[config.mk]
export PLATFORM = sky130hd
export DESIGN_NAME = hzc_top
export DESIGN_NICKNAME = d
export VERILOG_FILES = /design/src/rtl/hzc_pkg.sv /design/src/rtl/hzc_src_match.sv /design/src/rtl/hzc_sequencer.sv /design/src/rtl/hzc_top.sv
export SDC_FILE = /design/constraint.sdc
export NUM_CORES = 1
export LEC_CHECK = 0
export ABC_CLOCK_PERIOD_IN_PS = 2800
export BUFFER_PORTS_ARGS = -buffer_cell sky130_fd_sc_hd__buf_2
export CELL_PAD_IN_SITES_DETAIL_PLACEMENT = 1
export CELL_PAD_IN_SITES_GLOBAL_PLACEMENT = 1
export CORE_AREA = 8 8 45 47
export CTS_BUF_LIST = sky130_fd_sc_hd__clkbuf_4
export DETAILED_ROUTE_END_ITERATION = 10
export DIE_AREA = 0 0 53 55
export MAX_ROUTING_LAYER = met4
export PLACE_DENSITY = 0.64
export SYNTH_ARGS = -nofsm -noshare
export SYNTH_HDL_FRONTEND = slang
export SYNTH_SLANG_ARGS = --single-unit
[constraint.sdc]
create_clock -name clk -period 2.8 [get_ports clk]
set_input_delay 0.14 -clock clk [delete_from_list [all_inputs] [get_ports clk]]
set_output_delay 0.14 -clock clk [all_outputs]
set_load 0.03 [all_outputs]
[src/rtl/hzc_pkg.sv]
package hzc_pkg;

  // Control word the sequencer hands to the pipeline registers
  typedef struct packed {
    logic pc_we;
    logic ifid_we;
    logic ifid_clr;
    logic bubble;
  } hzc_ctl_t;

endpackage

[src/rtl/hzc_src_match.sv]
module hzc_src_match #(
  parameter int AW = 5
) (
  input  logic [AW-1:0] src,
  input  logic          src_used,
  input  logic [AW-1:0] dst,
  input  logic          dst_is_load,
  output logic          hit
);

  localparam logic [AW-1:0] ZERO_REG = '0;

  // One source field against the load destination
  always_comb begin
    hit = dst_is_load && src_used && (dst != ZERO_REG) && (src == dst);
  end

endmodule

[src/rtl/hzc_sequencer.sv]
module hzc_sequencer
  import hzc_pkg::*;
(
  input  logic     clk,
  input  logic     rst_n,
  input  logic     stall_req,
  input  logic     taken_req,
  output hzc_ctl_t ctl
);

  logic live_q;
  logic live_d;
  logic live_en;

  // Start-up flag: becomes set on the first edge after reset release
  always_comb begin
    live_en = !live_q;
    live_d  = 1'b1;
  end

  always_ff @(posedge clk or negedge rst_n) begin
    if (!rst_n) begin
      live_q <= 1'b0;
    end else if (live_en) begin
      live_q <= live_d;
    end
  end

  // Priority: start-up hold, then stall, then flush, then run
  always_comb begin
    ctl = '{pc_we: 1'b1, ifid_we: 1'b1, ifid_clr: 1'b0, bubble: 1'b0};
    if (!live_q) begin
      ctl = '{pc_we: 1'b0, ifid_we: 1'b0, ifid_clr: 1'b1, bubble: 1'b1};
    end else if (stall_req) begin
      ctl = '{pc_we: 1'b0, ifid_we: 1'b0, ifid_clr: 1'b0, bubble: 1'b1};
    end else if (taken_req) begin
      ctl = '{pc_we: 1'b1, ifid_we: 1'b1, ifid_clr: 1'b1, bubble: 1'b0};
    end
  end


  stall_beats_flush_chk: assert property (@(posedge clk) disable iff (!rst_n)
    (live_q && stall_req && taken_req) |-> !ctl.ifid_clr);


  taken_flushes_chk: assert property (@(posedge clk) disable iff (!rst_n)
    (live_q && taken_req && !stall_req) |-> (ctl.ifid_clr && ctl.pc_we && !ctl.bubble));


  startup_hold_chk: assert property (@(posedge clk) disable iff (!rst_n)
    !live_q |-> (!ctl.pc_we && ctl.ifid_clr));

endmodule

[src/rtl/hzc_top.sv]
module hzc_top
  import hzc_pkg::*;
#(
  parameter int REG_AW = 5
) (
  input  logic              clk,
  input  logic              rst_n,
  input  logic [REG_AW-1:0] ifid_rs,
  input  logic              ifid_rs_used,
  input  logic [REG_AW-1:0] ifid_rt,
  input  logic              ifid_rt_used,
  input  logic              idex_mem_rd,
  input  logic [REG_AW-1:0] idex_dst,
  input  logic              br_taken,
  output logic              pc_we,
  output logic              ifid_we,
  output logic              ifid_clr,
  output logic              bubble_sel
);

  localparam int NSRC = 2;

  logic [NSRC-1:0][REG_AW-1:0] src_vec;
  logic [NSRC-1:0]             used_vec;
  logic [NSRC-1:0]             hit_vec;
  logic                        stall;
  hzc_ctl_t                    ctl;

  always_comb begin
    src_vec[0]  = ifid_rs;
    src_vec[1]  = ifid_rt;
    used_vec[0] = ifid_rs_used;
    used_vec[1] = ifid_rt_used;
  end

  // One comparator per source field of the decode instruction
  for (genvar g = 0; g < NSRC; g++) begin : g_src
    hzc_src_match #(.AW(REG_AW)) u_match (
      .src         (src_vec[g]),
      .src_used    (used_vec[g]),
      .dst         (idex_dst),
      .dst_is_load (idex_mem_rd),
      .hit         (hit_vec[g])
    );
  end

  always_comb begin
    stall = |hit_vec;
  end

  hzc_sequencer u_seq (
    .clk       (clk),
    .rst_n     (rst_n),
    .stall_req (stall),
    .taken_req (br_taken),
    .ctl       (ctl)
  );

  always_comb begin
    pc_we      = ctl.pc_we;
    ifid_we    = ctl.ifid_we;
    ifid_clr   = ctl.ifid_clr;
    bubble_sel = ctl.bubble;
  end


  bubble_freezes_chk: assert property (@(posedge clk) disable iff (!rst_n)
    bubble_sel |-> (!pc_we && !ifid_we));


  stall_gives_bubble_chk: assert property (@(posedge clk) disable iff (!rst_n)
    stall |-> (bubble_sel && !ifid_clr));


  zero_dst_chk: assert property (@(posedge clk) disable iff (!rst_n)
    (idex_dst == '0) |-> !stall);


  unused_src_chk: assert property (@(posedge clk) disable iff (!rst_n)
    (!ifid_rs_used && !ifid_rt_used) |-> !stall);


  non_load_chk: assert property (@(posedge clk) disable iff (!rst_n)
    !idex_mem_rd |-> !stall);

endmodule

Yosys cells after proc, flatten, opt, wreduce, memory -nomap -nowiden
Index checks and enable logic that the tools add are counted. W data, S select, Z words.

Equality and inequality tests: 2. Mux-type cells: 3. Reductions and logical operators: 8.

Operators by type and width (count): $eq A5 B5 Y1 (2); $mux W4 (2); $logic_and A1 B1 Y1 (6); $reduce_bool A5 Y1 (1); $mux W2 (1); $reduce_or A2 Y1 (1).

Bits in registers: 1. Bits of input ports: 21. Output and inout port bits: 4. Logic and storage cells: 14.

Logic depth before layout (Yosys ltp)
Gate-level depths: netlist (run 1).

Word-level depth: 6. Gate-level depth with buffers: 5. Mapped depth without buffers: 4.

Hierarchy
From an unflattened synthesis (run 1), not the netlist that was laid out.

Cells, all modules: 28. Area, all modules: 221.5 µm².

Modules (own cells, without submodules): hzc_src_match (instances 2, cells each 10, area each 76.3 µm², seq. area each 0.0 µm²); hzc_sequencer (instances 1, cells each 7, area each 62.6 µm², seq. area each 25.0 µm²); hzc_top (instances 1, cells each 1, area each 6.3 µm², seq. area each 0.0 µm²).

Worst setup path after synthesis (run 1)
Ideal clock, no wire load.

Path type: in2out. Start point: input idex_dst[0]. End point: output pc_we. Arrival time: 1.659 ns. Setup slack: 1.001 ns. Stages on the path: 4. Path through: or4_1 -> o21a_1 -> a21boi_1 -> buf_4.

Word-level cells in the longest chain between the ends: 6. Elaborated cells on any way between the ends: 10. Classes of those cells: eq/ne (2); mux (2); reduce/logical (6).

RTL lines: start: declaration (line hzc_top.sv:13) `input logic [REG_AW-1:0] idex_dst,`; $reduce_bool A5 Y1 (line hzc_src_match.sv:15) `hit = dst_is_load && src_used && (dst != ZERO_REG) && (src == dst);`; $logic_and A1 B1 Y1 (2 in a row) (line hzc_src_match.sv:15); $reduce_or A2 Y1 * (line hzc_top.sv:48) `stall = |hit_vec;`; $mux W4 * (line hzc_sequencer.sv:34) `end else if (stall_req) begin`; $mux W4 * (line hzc_sequencer.sv:32) `if (!live_q) begin`; end: declaration (line hzc_top.sv:15) `output logic pc_we,`.

Mark *: on every way between the ends. The rest lies on a longest branch, timed or not.

Worst setup path after layout (run 1)
Same ends and word-level chain as after synthesis.

==> out/results.ini, run 1 <==
[yosys]
synth_area_leaders = xnor2_1, dfrtp_1, nand4_1
ys_seq_elements = 1
post-synth-top-count-cell = xnor2_1
ys_seq_area_share_pct = 12.82
synthMuxAreaShare_pct = 0
synthArstFlopShare_pct = 100.0
synth_common_cells = xnor2_1, nand2_1, nand4_1
synth_top_area_share_pct = 44.87
synth-compound-area-share_pct = 19.23
synthAdderAreaFrac_pct = 0
synth_top_family_by_area = XOR/XNOR gates
netlist_area_um2 = 195.2
synthFlopType = dfrtp_1
synth_edf_count = 0
synth_xor_area_share_pct = 44.87
synth_top_cell_by_area = xnor2_1
yosysWarnings = 0
syn_area_per_cell_um2 = 8.133
synthCells = 24
synth_nets = 45
synth.distinct_cells = 13
synth-simple-area-share_pct = 17.31

[setup_path]
arrival_ns = 1.40
path_class = in -> out
crit_slowest_cell = or4_1
end_kind = output pin
start_kind = primary input
crit_top_cell = buf_2
worstPathRequired_ns = 2.66
cp_max_fo = 3
crit_chain = buf_2 -> or4_1 -> o21a_1 -> a21boi_1 -> buf_2
max_stage_delay_ns = 0.51

[floorplan]
rows = 14
die_x_um = 53
die-area_um2 = 2915
start_util_pct = 14.10
io_pins = 25
fp.coreArea_um2 = 1384
die_y_um = 55

[timing]
fin_crit_ns = 1.537
hold_viol_final = 0
fin_crit_sh_pct = 54.91
rsz0062_at_grt = no
fmax_mhz = 650.4
final.setup.tns_ns = 0
finalWorstSetupSlack_ns = 1.263
slew_violations = 0
setup_viol = 0

[power_and_ir_drop]
sw_frac_of_total_pct = 36.94
ir_worst_vdd_uv = 69.50
power.internal_mw = 0.04166
finalPower_mw = 0.06607
clockPowerShare_pct = 0
power_density_nw_per_um2 = 195.6
p_comb_share_pct = 75.8
p_leak_nw = 0.1573
pwr-share-seq_pct = 24.2
p_sw_mw = 0.02441

[grt]
grt_usage_pct = 5.112
grt_pass1_vias = 280
grt_overflow = 0
grt_max_degree = 5
grt_pass1_wl_um = 1166
antenna_found_initial = 0

[detailed_routing]
wirelength_um = 745
firstDrtPassIters = 1
post_drt_wl_per_cell_um = 11.64
via_per_inst = 3.984
ant_nets = 0
dr.first_iter.drc_count = 0
post-route-drc-count = 0
via_count = 255

[cells_and_area]
largestRegisters = u_seq.live_q: 1 flops
utilization_pct = 24.41
fin_nets = 71
largest_reg_flops = 1
regMostFlops = u_seq.live_q
syn_to_final_growth_pct = 73.08
diodes = 0
drive_above_1_share_pct = 50.00
final_cells = 64
fill_cells = 180

[cts]
cts_resized = 0
hold_buffers = 1
clk_pin_slew_ns = 0
cts_setup_buffers = 0

[placed_design]
numPortBuffers = 24
gp_congestion = 0.7518
dp.cells = 63
dp_slack_ns = 1.256

[flow_run]
maxCapViolCount = 0

[worst_hold_path]
hp-class = in -> async

[status]
status = completed

-- placed cells by master, fill, tap and decap left out, drive strengths merged --
cell,count
a21bo,1
a21boi,1
a31oi,1
buf,24
conb,1
dfrtp,1
dlygate4sd3,1
nand2,2
nand4,2
nor2b,1
o21a,1
o22ai,1
or4,1
xnor2,10
-- power by group through the flow --
| stage | Combinational (mW) | Sequential, mW | Clock (mW) |
|---|---|---|---|
| finish | 0.0501 | 0.0160 | 0 |
| global route | 0.0549 | 0.0161 | 0 |
| CTS | 0.0513 | 0.0160 | 0 |
| detailed placement | 0.0499 | 0.0160 | 0 |
| global placement | 0.0493 | 0.0160 | 0 |
| floorplan | 0.0276 | 0.0159 | 0 |
-- worst max-delay path, delay by kind of cell --
kind	cells	cell delay [ns]
buffers and inverters	2	0.35
and+or+nand+nor	1	0.51
AOI/OAI and AO/OA	2	0.39
-- logic make-up (layout without fill, tap and decap cells) --
group / Yosys count / after routing
compound gates: 5 / 5
xor+xnor: 10 / 10
buf+inv: 1 / 25
flops: 1 / 1
other cells: 1 / 1
simple gates: 6 / 6
-- metrics by stage --
stage               hold WS [ns]  cell area, um2
floorplan                -0.1556           195.2
global placement        -0.08459           327.8
detailed placement      -0.08276           327.8
CTS                       0.4459           337.8
global route              0.4596           337.8
finish                    0.4451           337.8
-- path summary, 6_finish.rpt --
kind                             start  slack (ns)           end  cells past startpoint
max in group asynchronous        rst_n        2.27  u_seq.live_q                      2
worst max-delay path       idex_dst[0]        1.26         pc_we                      5
min in group clk              br_taken        0.71      ifid_clr                      4
worst min-delay path             rst_n        0.45  u_seq.live_q                      2
-- layout make-up --
class / instances / area, um2 / area share (%)
sequential: 1 / 25.02 / 7.407
tap: 16 / 20.02 / 5.926
multi-input combinational: 22 / 162.7 / 48.15
timing repair buffer: 25 / 130.1 / 38.52
-- per-layer routing --
metal | vias up | track usage, % | share of wire [%]
li1 | 131 | - | -
met1 | 110 | 5.740 | 38
met2 | 14 | 9.570 | 51
met3 | 0 | 1.070 | 11
met4 | 0 | 0 | 0
met5 | - | - | 0
(Power assumes the default switching activity.)
==> run 2: changes to the inputs <==
--- a/config.mk
+++ b/config.mk
@@ -5,7 +5,7 @@
 export SDC_FILE = /design/constraint.sdc
 export NUM_CORES = 1
 export LEC_CHECK = 0
-export ABC_CLOCK_PERIOD_IN_PS = 2800
+export ABC_CLOCK_PERIOD_IN_PS = 1350
 export BUFFER_PORTS_ARGS = -buffer_cell sky130_fd_sc_hd__buf_2
 export CELL_PAD_IN_SITES_DETAIL_PLACEMENT = 1
 export CELL_PAD_IN_SITES_GLOBAL_PLACEMENT = 1
@@ -14,7 +14,7 @@
 export DETAILED_ROUTE_END_ITERATION = 10
 export DIE_AREA = 0 0 53 55
 export MAX_ROUTING_LAYER = met4
-export PLACE_DENSITY = 0.64
+export PLACE_DENSITY = 0.67
 export SYNTH_ARGS = -nofsm -noshare
 export SYNTH_HDL_FRONTEND = slang
 export SYNTH_SLANG_ARGS = --single-unit
==> constraint.sdc (replaced) <==
create_clock -name clk -period 1.35 [get_ports clk]
set_input_delay 0.0675 -clock clk [delete_from_list [all_inputs] [get_ports clk]]
set_output_delay 0.0675 -clock clk [all_outputs]
set_load 0.03 [all_outputs]
==> out/results.ini, run 2 (synthesized netlist as in run 1, its figures left out) <==
[placed_design]
gp_congestion = 0.7313  ; was 0.7518
dp_slack_ns = -0.07246  ; was 1.256 ns
dp_hpwl_um = 799.3
numPortBuffers = 24  ; unchanged

[floorplan]
rows = 14  ; unchanged
fp.coreArea_um2 = 1384  ; unchanged
io_pins = 25  ; unchanged
start_util_pct = 14.10  ; unchanged
die_y_um = 55  ; unchanged
die-area_um2 = 2915  ; unchanged
die_x_um = 53  ; unchanged

[grt]
grt_pass1_vias = 344  ; was 280
grt_pass1_wl_um = 1449  ; was 1166 um
grt_usage_pct = 6.348  ; was 5.112%
grt_max_degree = 5  ; unchanged
antenna_found_initial = 0  ; unchanged
grt_overflow = 0  ; unchanged

[detailed_routing]
wirelength_um = 895  ; was 745 um
post-route-drc-count = 0  ; unchanged
post_drt_wl_per_cell_um = 12.97  ; was 11.64 um
dr.first_iter.drc_count = 0  ; unchanged
ant_nets = 0  ; unchanged
via_per_inst = 4.058  ; was 3.984
via_count = 280  ; was 255
firstDrtPassIters = 1  ; unchanged

[timing]
finalWorstSetupSlack_ns = 0.02959  ; was 1.263 ns
fin_crit_sh_pct = 97.81
hold_viol_final = 0  ; unchanged
slew_violations = 0  ; unchanged
rsz0062_at_grt = no  ; unchanged
setup_viol = 0  ; unchanged
fin_crit_ns = 1.320
fmax_mhz = 757.3
holdWs_ns = 0.3788  ; was 0.4451 ns
final.setup.tns_ns = 0  ; unchanged

[setup_path]
max_stage_delay_ns = 0.52  ; was 0.51 ns
path_class = in -> out  ; unchanged
end_kind = output pin  ; unchanged
crit_slowest_cell = or4_4  ; was or4_1
crit_chain = buf_6 -> or4_4 -> o21a_4 -> a21bo_1 -> buf_6  ; was buf_2 -> or4_1 -> o21a_1 -> a21boi_1 -> buf_2
crit_top_cell = buf_6  ; was buf_2
worstPathRequired_ns = 1.28  ; was 2.66 ns
arrival_ns = 1.25  ; was 1.40 ns
cp_max_fo = 3  ; unchanged
start_kind = primary input  ; unchanged

[worst_hold_path]
hp-class = in -> async  ; unchanged

[cells_and_area]
diodes = 0  ; unchanged
fill_cells = 176  ; was 180
mostFrequentLayoutCell = buf_2  ; unchanged
regMostFlops = u_seq.live_q  ; unchanged
syn_to_final_growth_pct = 131.4  ; was 73.08%
utilization_pct = 32.64  ; was 24.41%
fin_nets = 76  ; was 71
drive_above_1_share_pct = 64.15  ; was 50.00%
regArea_um2 = 25.02  ; unchanged
multi_input_area_um2 = 207.7  ; was 162.7 um2
largest_reg_flops = 1  ; unchanged
largestRegisters = u_seq.live_q: 1 flops  ; unchanged
mostFrequentLayoutCells = buf_2, xnor2_1, buf_6, buf_4  ; was buf_2, xnor2_1, nand4_1, nand2_1

[power_and_ir_drop]
p_leak_nw = 0.2097  ; was 0.1573 nW
finalPower_mw = 0.1768  ; was 0.06607 mW
power_density_nw_per_um2 = 391.4  ; was 195.6 nW/um2
ir_worst_vdd_uv = 168.1  ; was 69.50 uV

[status]
status = completed  ; unchanged

[cts]
clk_pin_slew_ns = 0  ; about the same

[flow_run]
maxCapViolCount = 0  ; unchanged

==> run 2: routing by layer <==
metal / part of all wire, % / global-route usage (%)
met3: 9.6 / 1.337
met4: 0 / 0
met5: 0 / -
met2: 58 / 13.09
met1: 32 / 6.193
==> run 2: metrics by stage <==
step                      instances  instance area [um2]
after floorplan                  24                212.7
after global placement           68                382.9
after detailed placement         68                382.9
after CTS                        69                411.6
after global routing             69                451.7
final                            69                451.7
==> run 2: repair_timing <==
item / in CTS / in global routing
buffers inserted: 0 / 0
hold endpoints to repair: 1 / 0
pin swaps: 0 / 5
setup endpoints to repair: 4 / 4
hold buffers: 1 / 0
gates resized for setup: 7 / 7
==> run 2: layout make-up <==
type	instances	area share, %
Sequential cell	1	5.540
Multi-Input combinational cell	22	45.98
Tap cell	16	4.432
Timing Repair Buffer	30	44.04
==> run 2: power breakdown <==
group | switching, mW | internal, mW
clock network | 0 | 0
logic | 0.0612 | 0.0813
registers | 0.00226 | 0.0321
==> run 2: final timing paths <==
check | slack, ns | start | to | depth (start not counted)
worst max-delay path | 0.03 | idex_dst[3] | bubble_sel | 5
worst min-delay path | 0.38 | rst_n | u_seq.live_q | 2
max in group asynchronous | 0.89 | rst_n | u_seq.live_q | 2
min in group clk | 0.55 | br_taken | ifid_clr | 4
==> run 2: worst max-delay path, delay by kind of cell <==
kind	cells	cell delay [ns]
and+or+nand+nor	1	0.52
AOI/OAI and AO/OA	2	0.43
buffers and inverters	2	0.23
==> run 3: changes to the inputs <==
--- a/config.mk
+++ b/config.mk
@@ -14,7 +14,8 @@
 export DETAILED_ROUTE_END_ITERATION = 10
 export DIE_AREA = 0 0 53 55
 export MAX_ROUTING_LAYER = met4
-export PLACE_DENSITY = 0.67
+export PLACE_DENSITY = 0.69
 export SYNTH_ARGS = -nofsm -noshare
 export SYNTH_HDL_FRONTEND = slang
+export SYNTH_HIERARCHICAL = 1
 export SYNTH_SLANG_ARGS = --single-unit
==> out/results.ini, run 3 <==
[status]
status = completed  ; unchanged

[power_and_ir_drop]
finalPower_mw = 0.1712  ; was 0.1768 mW
ir_worst_vdd_uv = 106.1  ; was 168.1 uV
power_density_nw_per_um2 = 371.7  ; was 391.4 nW/um2
p_leak_nw = 0.2063  ; was 0.2097 nW

[setup_path]
cp_max_fo = 3  ; unchanged
arrival_ns = 1.28  ; was 1.25 ns
end_kind = output pin  ; unchanged
start_kind = primary input  ; unchanged
worstPathRequired_ns = 1.28  ; about the same
path_class = in -> out  ; unchanged

[yosys]
synth_top_area_share_pct = 31.64  ; was 44.87%
synth-simple-area-share_pct = 30.51  ; was 17.31%
synth_area_leaders = xnor2_1, dfrtp_1, nor3b_2  ; was xnor2_1, dfrtp_1, nand4_1
synth_nets = 49  ; was 45
synth_top_cell_by_area = xnor2_1  ; unchanged
synth_top_family_by_area = XOR/XNOR gates  ; unchanged
post-synth-top-count-cell = xnor2_1  ; unchanged
synth_edf_count = 0  ; unchanged
synth_common_cells = xnor2_1, inv_1, o21ai_0  ; was xnor2_1, nand2_1, nand4_1
netlist_area_um2 = 221.5  ; was 195.2 um2
ys_seq_elements = 1  ; unchanged
yosysWarnings = 6  ; was 0
synth_xor_area_share_pct = 31.64  ; was 44.87%
synthAdderAreaFrac_pct = 0  ; unchanged
synthArstFlopShare_pct = 100.0  ; unchanged
ys_seq_area_share_pct = 11.30  ; was 12.82%
synth.distinct_cells = 12  ; was 13
synthMuxAreaShare_pct = 0  ; unchanged
synth-compound-area-share_pct = 14.69  ; was 19.23%
synthFlopType = dfrtp_1  ; unchanged
synthCells = 28  ; was 24
syn_area_per_cell_um2 = 7.909  ; was 8.133 um2

[grt]
grt_pass1_wl_um = 1380  ; was 1449 um
grt_pass1_vias = 334  ; was 344
grt_usage_pct = 6.015  ; was 6.348%
grt_overflow = 0  ; unchanged
antenna_found_initial = 0  ; unchanged
grt_max_degree = 5  ; unchanged

[detailed_routing]
post_drt_wl_per_cell_um = 13.39  ; was 12.97 um
wirelength_um = 964  ; was 895 um
via_per_inst = 4.292  ; was 4.058
firstDrtPassIters = 1  ; unchanged
ant_nets = 0  ; unchanged
post-route-drc-count = 0  ; unchanged
via_count = 309  ; was 280
dr.first_iter.drc_count = 0  ; unchanged

[cells_and_area]
fin_nets = 79  ; was 76
syn_to_final_growth_pct = 107.9  ; was 131.4%
largestRegisters = u_seq/live_q: 1 flops  ; was u_seq.live_q: 1 flops
mostFrequentLayoutCells = buf_2, xnor2_1, buf_4, inv_1, buf_6  ; was buf_2, xnor2_1, buf_6, buf_4
mostFrequentLayoutCell = buf_2  ; unchanged
largest_reg_flops = 1  ; unchanged
utilization_pct = 33.27  ; was 32.64%
regMostFlops = u_seq/live_q  ; was u_seq.live_q
diodes = 0  ; unchanged
fill_cells = 167  ; was 176
drive_above_1_share_pct = 62.50  ; was 64.15%

[floorplan]
start_util_pct = 16.00  ; was 14.10%
io_pins = 25  ; unchanged
die_x_um = 53  ; unchanged
fp.coreArea_um2 = 1384  ; unchanged
die-area_um2 = 2915  ; unchanged
rows = 14  ; unchanged
die_y_um = 55  ; unchanged

[timing]
fin_crit_sh_pct = 99.81  ; was 97.81%
slew_violations = 0  ; unchanged
holdWs_ns = 0.3826  ; was 0.3788 ns
setup_viol = 0  ; unchanged
hold_viol_final = 0  ; unchanged
fmax_mhz = 742.2  ; was 757.3 MHz
fin_crit_ns = 1.347  ; was 1.320 ns
rsz0062_at_grt = yes  ; was no

[placed_design]
numPortBuffers = 24  ; unchanged
dp_hpwl_um = 802.7  ; was 799.3 um
gp_congestion = 0.6508  ; was 0.7313

[flow_run]
maxCapViolCount = 0  ; unchanged

[worst_hold_path]
hp-class = in -> async  ; unchanged

[cts]
clk_pin_slew_ns = 0  ; about the same

## run 3: final timing paths
path / start / to / slack [ns] / depth (start not counted)
min in group clk: br_taken / ifid_clr / 0.49 / 4
max in group asynchronous: rst_n / u_seq/live_q / 0.88 / 2
worst min-delay path: rst_n / u_seq/live_q / 0.38 / 2
worst max-delay path: idex_dst[2] / pc_we / 0.003 / 9
## run 3: cell type report
type / instances / area, um2 / share of cell area, %
multi-input combinational: 22 / 202.7 / 44.02
timing repair buffer: 29 / 193.9 / 42.12
sequential: 1 / 25.02 / 5.435
tap: 16 / 20.02 / 4.348
inverter: 4 / 18.77 / 4.076
## run 3: cell families after synthesis
group           after synthesis
other cells                   1
flops                         1
xor+xnor                      8
compound gates                5
buf+inv                       5
simple gates                  8
## run 3: per-stage QoR
stage	setup slack [ns]	TNS [ns]	area, um2	instances
6_report	0.002594	0	460.4	72
4_1_cts	-0.01898	-0.03711	400.4	70
5_1_grt	-0.08635	-0.2509	460.4	72
3_5_place_dp	-0.05756	-0.1137	372.9	69
3_3_place_gp	-0.04966	-0.09885	372.9	69
2_1_floorplan	0.01806	0	229.0	28
## run 3: routing by layer
metal | share of wire, % | vias up | track usage [%]
met5 | 0 | - | -
met4 | 2.4 | 0 | 0
met2 | 59 | 13 | 12.70
met3 | 4.1 | 2 | 0
li1 | - | 151 | -
met1 | 34 | 143 | 6.354
## run 3: where the power goes
| part | total (mW) | leakage, nW | internal (mW) | switching, mW |
|---|---|---|---|---|
| logic | 0.138 | 0.195 | 0.0743 | 0.0633 |
| registers | 0.0336 | 0.0117 | 0.0321 | 0.00154 |
| clock network | 0 | 0 | 0 | 0 |
| total | 0.171 | 0.206 | 0.106 | 0.0648 |
## run 3: critical path, cell delays in order
cell	delay (ns)
buf_2	0.13
buf_4	0.15
xnor2_2	0.15
nand3_1	0.09
nor3b_2	0.17
or2_1	0.15
nand2b_4	0.14
clkinvlp_4	0.09
buf_6	0.14
## run 3: repair_timing
action                                  4_1_cts  5_1_grt
gates cloned                                  0        0
hold buffers                                  1        0
buffers inserted                              0        2
endpoints found under the hold margin         1        0
gates resized for setup                       4       15
pin swaps                                     0        4
endpoints found under the setup margin        4        4
